<file path="config.mk">
export PLATFORM = sky130hd
export DESIGN_NAME = vid_ref_stepper
export DESIGN_NICKNAME = d
export VERILOG_FILES = /design/src/rtl/vid_step_pkg.sv /design/src/rtl/vid_step_ctrl.sv /design/src/rtl/vid_step_datapath.sv /design/src/rtl/vid_ref_stepper.sv
export SDC_FILE = /design/constraint.sdc
export NUM_CORES = 1
export LEC_CHECK = 0
export ABC_AREA = 1
export BUFFER_PORTS_ARGS = -buffer_cell sky130_fd_sc_hd__clkbuf_2
export CAP_MARGIN = 30
export CORE_UTILIZATION = 55
export DETAILED_ROUTE_END_ITERATION = 6
export GPL_ROUTABILITY_DRIVEN = 1
export PLACE_DENSITY = 0.81
export SLEW_MARGIN = 0
export SYNTH_ARGS = -nofsm -noshare
export SYNTH_HDL_FRONTEND = slang
export SYNTH_HIERARCHICAL = 1
export SYNTH_SLANG_ARGS = --single-unit
</file>
<file path="constraint.sdc">
create_clock -name clk -period 3.6 [get_ports clk]
set_input_delay 0.72 -clock clk [delete_from_list [all_inputs] [get_ports clk]]
set_output_delay 0.72 -clock clk [all_outputs]
set_load 0.02 [all_outputs]
</file>
<file path="src/rtl/vid_step_pkg.sv">
package vid_step_pkg;
  typedef struct packed {
    logic accept;
    logic loadDirect;
    logic stepUp;
    logic stepDown;
  } stepCtl_t;
endpackage

</file>
<file path="src/rtl/vid_step_ctrl.sv">
module vid_step_ctrl
  import vid_step_pkg::*;
#(
  parameter int VID_W = 5
) (
  input  logic             clk,
  input  logic             rstN,
  input  logic             cycleStart,
  input  logic             runEn,
  input  logic [VID_W-1:0] vidCode,
  input  logic             refBelow,
  input  logic             refAbove,
  output stepCtl_t         ctl,
  output logic [VID_W-1:0] candCode
);
  localparam logic [VID_W-1:0] RESERVED = {VID_W{1'b1}};

  logic [VID_W-1:0] lastSample;
  logic             pend;
  logic             pace;
  logic             changed;
  logic             qualify;
  logic             moving;

  always_comb begin
    changed = (vidCode != lastSample);
    qualify = cycleStart && !changed && pend && (vidCode != RESERVED);
    moving  = runEn && cycleStart && !qualify && (refBelow || refAbove) && pace;
    ctl.accept     = qualify;
    ctl.loadDirect = qualify && !runEn;
    ctl.stepUp     = moving && refBelow;
    ctl.stepDown   = moving && refAbove;
  end

  assign candCode = lastSample;

  always_ff @(posedge clk or negedge rstN) begin
    if (!rstN) begin
      lastSample <= '0;
      pend       <= 1'b0;
      pace       <= 1'b0;
    end else begin
      if (cycleStart) begin
        if (changed) begin
          lastSample <= vidCode;
          pend       <= 1'b1;
        end else begin
          pend <= 1'b0;
        end
      end
      if (qualify) begin
        pace <= 1'b0;
      end else if (cycleStart && runEn && (refBelow || refAbove)) begin
        pace <= ~pace;
      end
    end
  end

  AST_SAMPLE_ON_STROBE: assert property (@(posedge clk) disable iff (!rstN)
    !cycleStart |=> ($stable(lastSample) && $stable(pend)));
  AST_STROBE_EXCLUSIVE: assert property (@(posedge clk) disable iff (!rstN)
    $onehot0({ctl.accept, ctl.stepUp, ctl.stepDown}));
  AST_WAIT_AFTER_ACCEPT: assert property (@(posedge clk) disable iff (!rstN)
    (qualify && runEn) |=> !(ctl.stepUp || ctl.stepDown));
endmodule

</file>
<file path="src/rtl/vid_step_datapath.sv">
module vid_step_datapath
  import vid_step_pkg::*;
#(
  parameter int VID_W = 5
) (
  input  logic             clk,
  input  logic             rstN,
  input  logic             runEn,
  input  stepCtl_t         ctl,
  input  logic [VID_W-1:0] candCode,
  output logic [VID_W-1:0] refCode,
  output logic             refBelow,
  output logic             refAbove,
  output logic             done
);
  localparam logic [VID_W-1:0] RESERVED = {VID_W{1'b1}};
  localparam logic [VID_W-1:0] ONE      = VID_W'(1);

  logic [VID_W-1:0] targetCode;

  assign refBelow = refCode < targetCode;
  assign refAbove = refCode > targetCode;
  assign done     = !refBelow && !refAbove;

  always_ff @(posedge clk or negedge rstN) begin
    if (!rstN) begin
      targetCode <= '0;
      refCode    <= '0;
    end else begin
      if (ctl.accept) targetCode <= candCode;
      if (ctl.loadDirect)    refCode <= candCode;
      else if (ctl.stepUp)   refCode <= refCode + ONE;
      else if (ctl.stepDown) refCode <= refCode - ONE;
      else if (!runEn)       refCode <= targetCode;
    end
  end

  AST_NO_RESERVED_TARGET: assert property (@(posedge clk) disable iff (!rstN)
    targetCode != RESERVED);
  AST_STEP_TOWARD: assert property (@(posedge clk) disable iff (!rstN)
    ($past(runEn) && refCode != $past(refCode)) |->
      ((refCode == VID_W'($past(refCode) + ONE) && $past(refCode) < $past(targetCode)) ||
       (refCode == VID_W'($past(refCode) - ONE) && $past(refCode) > $past(targetCode))));
endmodule

</file>
<file path="src/rtl/vid_ref_stepper.sv">
module vid_ref_stepper
  import vid_step_pkg::*;
#(
  parameter int VID_W = 5
) (
  input  logic             clk,
  input  logic             rstN,
  input  logic             cycleStart,
  input  logic             runEn,
  input  logic [VID_W-1:0] vidCode,
  output logic [VID_W-1:0] refCode,
  output logic             rampDone
);
  stepCtl_t         ctl;
  logic [VID_W-1:0] candCode;
  logic             refBelow;
  logic             refAbove;

  vid_step_ctrl #(.VID_W(VID_W)) uCtrl (
    .clk(clk), .rstN(rstN), .cycleStart(cycleStart), .runEn(runEn),
    .vidCode(vidCode), .refBelow(refBelow), .refAbove(refAbove),
    .ctl(ctl), .candCode(candCode)
  );

  vid_step_datapath #(.VID_W(VID_W)) uPath (
    .clk(clk), .rstN(rstN), .runEn(runEn), .ctl(ctl), .candCode(candCode),
    .refCode(refCode), .refBelow(refBelow), .refAbove(refAbove), .done(rampDone)
  );

  AST_DONE_STABLE_IDLE: assert property (@(posedge clk) disable iff (!rstN)
    (!cycleStart && runEn && rampDone) |=> rampDone);
endmodule

</file>
==> impl_metrics.toml, run 1 <==
[run_status]
status = "finished clean"

[clock_tree]
cts_tree = "yes"
postCtsSetupBuffers = 0
cts-resized-gates = 0
ctsHoldBuffers = 0
htree_levels = 1
cts_root_buffer = "clkbuf_4"
clock_latency_ps = 300
numCtsBuffers = 3
clk_pin_slew_ps = 100
clock_sinks = 17
clockBufferDepth = 2

[logic_synthesis]
synth-seq-cells = 17
synth_top_area_frac = 0.3272
synth_area_per_cell_um2 = 6.989
synthFlopType = "dfrtp_1"
ys_types = 29
syn_nets = 202
synth.yosys.seq_area_share = 0.3272
yosysMostFrequentCell = "nand2_1"
synth_edf_count = 0
synth_area_leaders = "dfrtp_1, nand2_1, inv_1"
postSynthCellCount = 186
ys_async_sr_fraction = 1.000
netlist_top_cells_count = "nand2_1, inv_1, dfrtp_1, nor2_1, nand3_1"
yosysTopAreaCell = "dfrtp_1"
yosys_warnings = 6
netlist_area_mm2 = 0.001300

[placed_design]
dpl.hpwl_mm = 2.139
io_buffers = 14
place_inst = 223
gp_congestion = 0.9311

[cells_and_area]
fill_cells = 215
drive_gt1_frac = 0.1658
instances_no_fill = 227
area_growth_pct = 6.545
final_nets = 216
diodes = 0

[floorplan]
core_area_mm2 = 0.002212
io_pins = 15
die_area_mm2 = 0.002562
fp.dieW_um = 50.62
die_h_um = 50.62
std_cell_rows = 17
initial_core_util = 0.5877

[sta]
rsz0062_at_grt = "no"
setup_tns_ps = 0
max_freq_mhz = 363.4
slew_headroom = 0.5471
clock_skew_ps = 0.3682
hold_viol = 0
period_share = 0.7643
finalSetupViolations = 0
worst_pin_slew_ps = 676.8
slew_viol_final = 0
final.min_clock_period_ps = 2752

[detailed_routing]
totalWireLength_mm = 2.734
viasPerCell = 5.295
wl_per_cell_um = 12.04
dr.pass1.iters = 4
drtAntennaViolNets = 0
vias = 1202
drt_iter0_markers = 41
drc_errors = 0

[power_and_ir_drop]
p_leak_nw = 0.7517
powerDensity_mw_per_mm2 = 752.8
peakVddDrop_mv = 0.4669

[setup_path]
crit_type = "register to register"
ff2ff_setup_slack_ps = 850
crit_fanout = 11
r2r_end = "uPath/refCode[0]"
cp-end-kind = "register"
cp-start-kind = "register"
reg2reg_depth = 14
worstPathRequired_ps = 3790
r2r-start = "uPath/refCode[2]"
arrival_ps = 2940

[grt]
gr-usage-met2 = 0.4356
grt_use_met1 = 0.2798
grtUsageTotal = 0.2514
antenna_found_initial = 0
first_global_vias = 1151
grt_max_degree = 18
grt_pass1_wl_mm = 4.712
grt_use_met3 = 0.04848
grt-ovfl-total = 0
top_usage_layer = "met2"

[run]
cap_viol_max_count = 0

[hold_path]
hp-class = "primary input to asynchronous set/reset pin"
## state kept, by name, indices dropped and copies added, names as in the netlist
signal            cells
uCtrl/candCode        5
uCtrl/pend            1
uPath/targetCode      5
uCtrl/pace            1
uPath/refCode         5
## per-stage QoR
stage | setup slack (ps) | cell area [µm²] | power, mW | hold WS [ps] | utilization
after floorplan | 1200 | 1300 | 0.8082 | 424.4 | -
after global placement | 967.4 | 1358 | 0.9109 | 516.4 | 0.6137
after detailed placement | 899.3 | 1358 | 0.9347 | 522.0 | 0.6137
after CTS | 868.5 | 1385 | 1.045 | 350.5 | 0.6261
after global routing | 492.0 | 1385 | 1.160 | 367.9 | 0.6261
final | 848.4 | 1385 | 1.043 | 344.9 | 0.6261
## critical path: stages, from the launching register on
cell and delay (ps):
dfrtp_1 540, ha_1 370, nand2_1 70, nor3_1 170, nor2_1 100, a21oi_1 160, nor2_1 80, nor3_1 130
nand2_1 90, nor2_1 530, nor2_4 60, nand2_2 110, nor2_4 60, nand2_1 90, o211ai_1 90
## cells in the final DEF (no fill, tap or decap)
master | Yosys | layout
nand2_1 | 58 | 58
inv_1 | 24 | 24
nor2_1 | 17 | 17
dfrtp_1 | 17 | 17
clkbuf_2 | 0 | 14
nand3_1 | 13 | 13
o21ai_0 | 8 | 8
a21oi_1 | 7 | 7
ha_1 | 7 | 7
clkbuf_4 | 0 | 3
inv_2 | 3 | 3
xor2_1 | 3 | 3
xnor2_1 | 2 | 2
nand3_2 | 2 | 2
nor3_1 | 2 | 2
nand2_2 | 2 | 2
mux2i_1 | 2 | 2
nor2_4 | 2 | 2
nand4_1 | 2 | 2
nor2_2 | 2 | 2
o21ai_1 | 2 | 2
clkinv_2 | 0 | 1
nor2b_1 | 1 | 1
a21oi_2 | 1 | 1
mux2_2 | 1 | 1
inv_4 | 1 | 1
o211ai_1 | 1 | 1
o211ai_2 | 1 | 1
## metal layers
layer / vias up / wire length [µm]
li1: 609 / -
met2: 51 / 1321
met1: 535 / 1168
met3: 7 / 157
met5: - / 0
met4: 0 / 86
## power by group
group	total, mW	internal (mW)	switching (mW)
logic	0.583	0.218	0.366
clock network	0.105	0.0415	0.0639
registers	0.354	0.260	0.0945
## worst max path at each step
stage | from | endpoint
4_1_cts | uPath/refCode[2] | uPath/refCode[0]
2_1_floorplan | uPath/refCode[3] | uPath/refCode[1]
3_3_place_gp | uPath/refCode[2] | uPath/refCode[0]
5_1_grt | uPath/refCode[2] | uPath/refCode[0]
6_report | uPath/refCode[2] | uPath/refCode[0]
3_5_place_dp | uPath/refCode[2] | uPath/refCode[0]
## kinds of logic (layout without fill, tap and decap cells)
group	count (synthesis)	count (layout)	share of synthesized area
AOI/OAI and AO/OA	20	20	0.08758
buffers and inverters	33	46	0.1193
DFF	17	17	0.3272
adders and majority gates	7	7	0.06737
xor gates and xnor gates	5	5	0.03369
muxes	3	3	0.02406
and+or+nand+nor	101	101	0.3407
## final cells by class
class	count	area, µm²	area share
Clock buffer	3	22.52	0.01626
Timing Repair Buffer	14	70.07	0.05059
Multi-Input combinational cell	136	719.4	0.5194
Tap cell	28	35.03	0.02529
Sequential cell	17	425.4	0.3071
Inverter	28	107.6	0.07769
Clock inverter	1	5.005	0.003613
No activity file was read; power rests on OpenSTA's default activity.
==> run 2: changes to the inputs <==
Settings changed: CORE_UTILIZATION 55 to 52, PLACE_DENSITY 0.81 to 0.8.
Clock period 3.6 ns to 2.3 ns, I/O delays scaled along.
==> run 2 against run 1 <==
Net effect:
- clock skew up 3.2 ps
- largest cell class unchanged
- power rose by 110%
- largest power group unchanged
- worst setup slack got worse by 800 ps
==> impl_metrics.toml, run 2 (synthesis results as in run 1) <==
[run_status]
status = "finished clean"

[setup_path]
r2r-start = "uPath/targetCode[1]"
r2r_end = "uPath/refCode[4]"
arrival_ps = 2440
worstPathRequired_ps = 2490
crit_type = "register to register"
cp-start-kind = "register"
ff2ff_setup_slack_ps = 50
crit_fanout = 7
cp-startpoint = "uPath/targetCode[1]"
reg2reg_depth = 16
cp-end-kind = "register"
endpoint = "uPath/refCode[4]"

[placed_design]
gp_congestion = 0.9939
dpl.hpwl_mm = 2.404
io_buffers = 14

[clock_tree]
clock_sinks = 17
numCtsBuffers = 3
clk_pin_slew_ps = 100
cts_tree = "yes"
clock_latency_ps = 300
htree_levels = 1
clockBufferDepth = 2
cts_root_buffer = "clkbuf_4"

[floorplan]
die_h_um = 52
fp.dieW_um = 52
io_pins = 15
die_area_mm2 = 0.002704
std_cell_rows = 17
core_area_mm2 = 0.002276
initial_core_util = 0.5712

[detailed_routing]
dr.pass1.iters = 5
wl_per_cell_um = 13.75
viasPerCell = 5.375
drtAntennaViolNets = 0
drt_iter0_markers = 45
drc_errors = 0
vias = 1290
totalWireLength_mm = 3.301

[cells_and_area]
drive_gt1_frac = 0.3160
final_nets = 229
diodes = 0
layout_common_cells = "nand2_1, inv_1, dfrtp_1"
area_growth_pct = 23.68
fill_cells = 180
final_common_cell = "nand2_1"
finish.utilization = 0.7064

[hold_path]
hp-class = "primary input to asynchronous set/reset pin"

[sta]
slew_headroom = 0.7048
worst_pin_slew_ps = 442.7
hold_slack_ps = 82.84
finalSetupViolations = 0
period_share = 0.9780
max_freq_mhz = 444.6
clock_skew_ps = 3.599
final.min_clock_period_ps = 2249
slew_viol_final = 0
hold_viol = 0
rsz0062_at_grt = "yes"

[power_and_ir_drop]
peakVddDrop_mv = 0.7873
total_power_mw = 2.229
powerDensity_mw_per_mm2 = 1387
p_leak_nw = 0.8215

[grt]
antenna_found_initial = 0
grt_max_degree = 18
grtUsageTotal = 0.2790
grt_pass1_wl_mm = 5.326
grt-ovfl-total = 0
first_global_vias = 1291

[run]
cap_viol_max_count = 0
## run 2: cell count changes in the layout (fill, tap and decap cells not counted), moves of 3 or more
cell	change
ha_4	+3
inv_2	+3
nand2_2	+3
a21oi_1	-5
inv_1	-3
buf_4	+12
nor2_4	+3
nor2_1	-4
nand2_1	-4
a21oi_2	+5
ha_1	-3
## run 2: metrics by stage
| stage | setup TNS (ps) | worst slack (ps) | instance area [µm²] | instances |
|---|---|---|---|---|
| floorplan | 0 | 3.665 | 1304 | 186 |
| global placement | 0 | 38.54 | 1451 | 235 |
| detailed placement | -196.0 | -75.37 | 1451 | 235 |
| CTS | 0 | 15.29 | 1572 | 239 |
| global route | -235.4 | -61.94 | 1608 | 240 |
| finish | 0 | 50.66 | 1608 | 240 |
## run 2: metal layers
layer  global-route usage  vias up  wire length [µm]
li1                     -      635                 -
met1               0.2839      597              1261
met2               0.5278       48              1817
met3              0.02047       10                99
met4               0.1937        0               122
met5                    0        -                 0
## run 2: final cells by class
cell class | count | area [µm²] | share of cell area
clock buffers | 4 | 26.28 | 0.01634
multi-input cells | 136 | 832.0 | 0.5175
well taps | 28 | 35.03 | 0.02179
inverters | 28 | 107.6 | 0.06693
flip-flops and latches | 17 | 426.7 | 0.2654
repair buffers | 27 | 180.2 | 0.1121
## run 2: what timing repair did
item                                    in CTS  in global routing
hold buffers                                 0                  0
gates resized for setup                     18                  9
pin swaps                                   13                  6
buffers inserted                             1                  1
endpoints found under the hold margin        0                  0
endpoints found under the setup margin       5                  6
## run 2: worst min-delay path by stage
stage,from,endpoint,slack [ps],depth (start not counted)
after floorplan,rstN,uCtrl/candCode[0],160,0
after global placement,rstN,uCtrl/candCode[0],410,1
after detailed placement,rstN,uCtrl/candCode[0],430,1
after CTS,rstN,uCtrl/candCode[0],90,1
after global routing,rstN,uPath/targetCode[1],110,1
final,rstN,uCtrl/candCode[0],80,1
## run 2: worst max-delay path: stages, from the launching register on
cell and delay (ps):
dfrtp_1 370, inv_1 60, ha_1 310, nand2_2 80
nor3_4 130, nor2_2 70, buf_4 150, nor2_4 110
nor3_2 50, nand2_2 120, nor2_4 70, nor2_4 140
nand2_2 110, nor2_4 200, nor2_1 60, nand2_1 70
nand2_1 50
## run 2: where the power goes
part           switching [mW]  internal, mW  leakage, nW
registers              0.0802         0.410        0.194
clock network          0.0952        0.0677       0.0150
logic                   0.924         0.652        0.613
total                    1.10          1.13        0.821
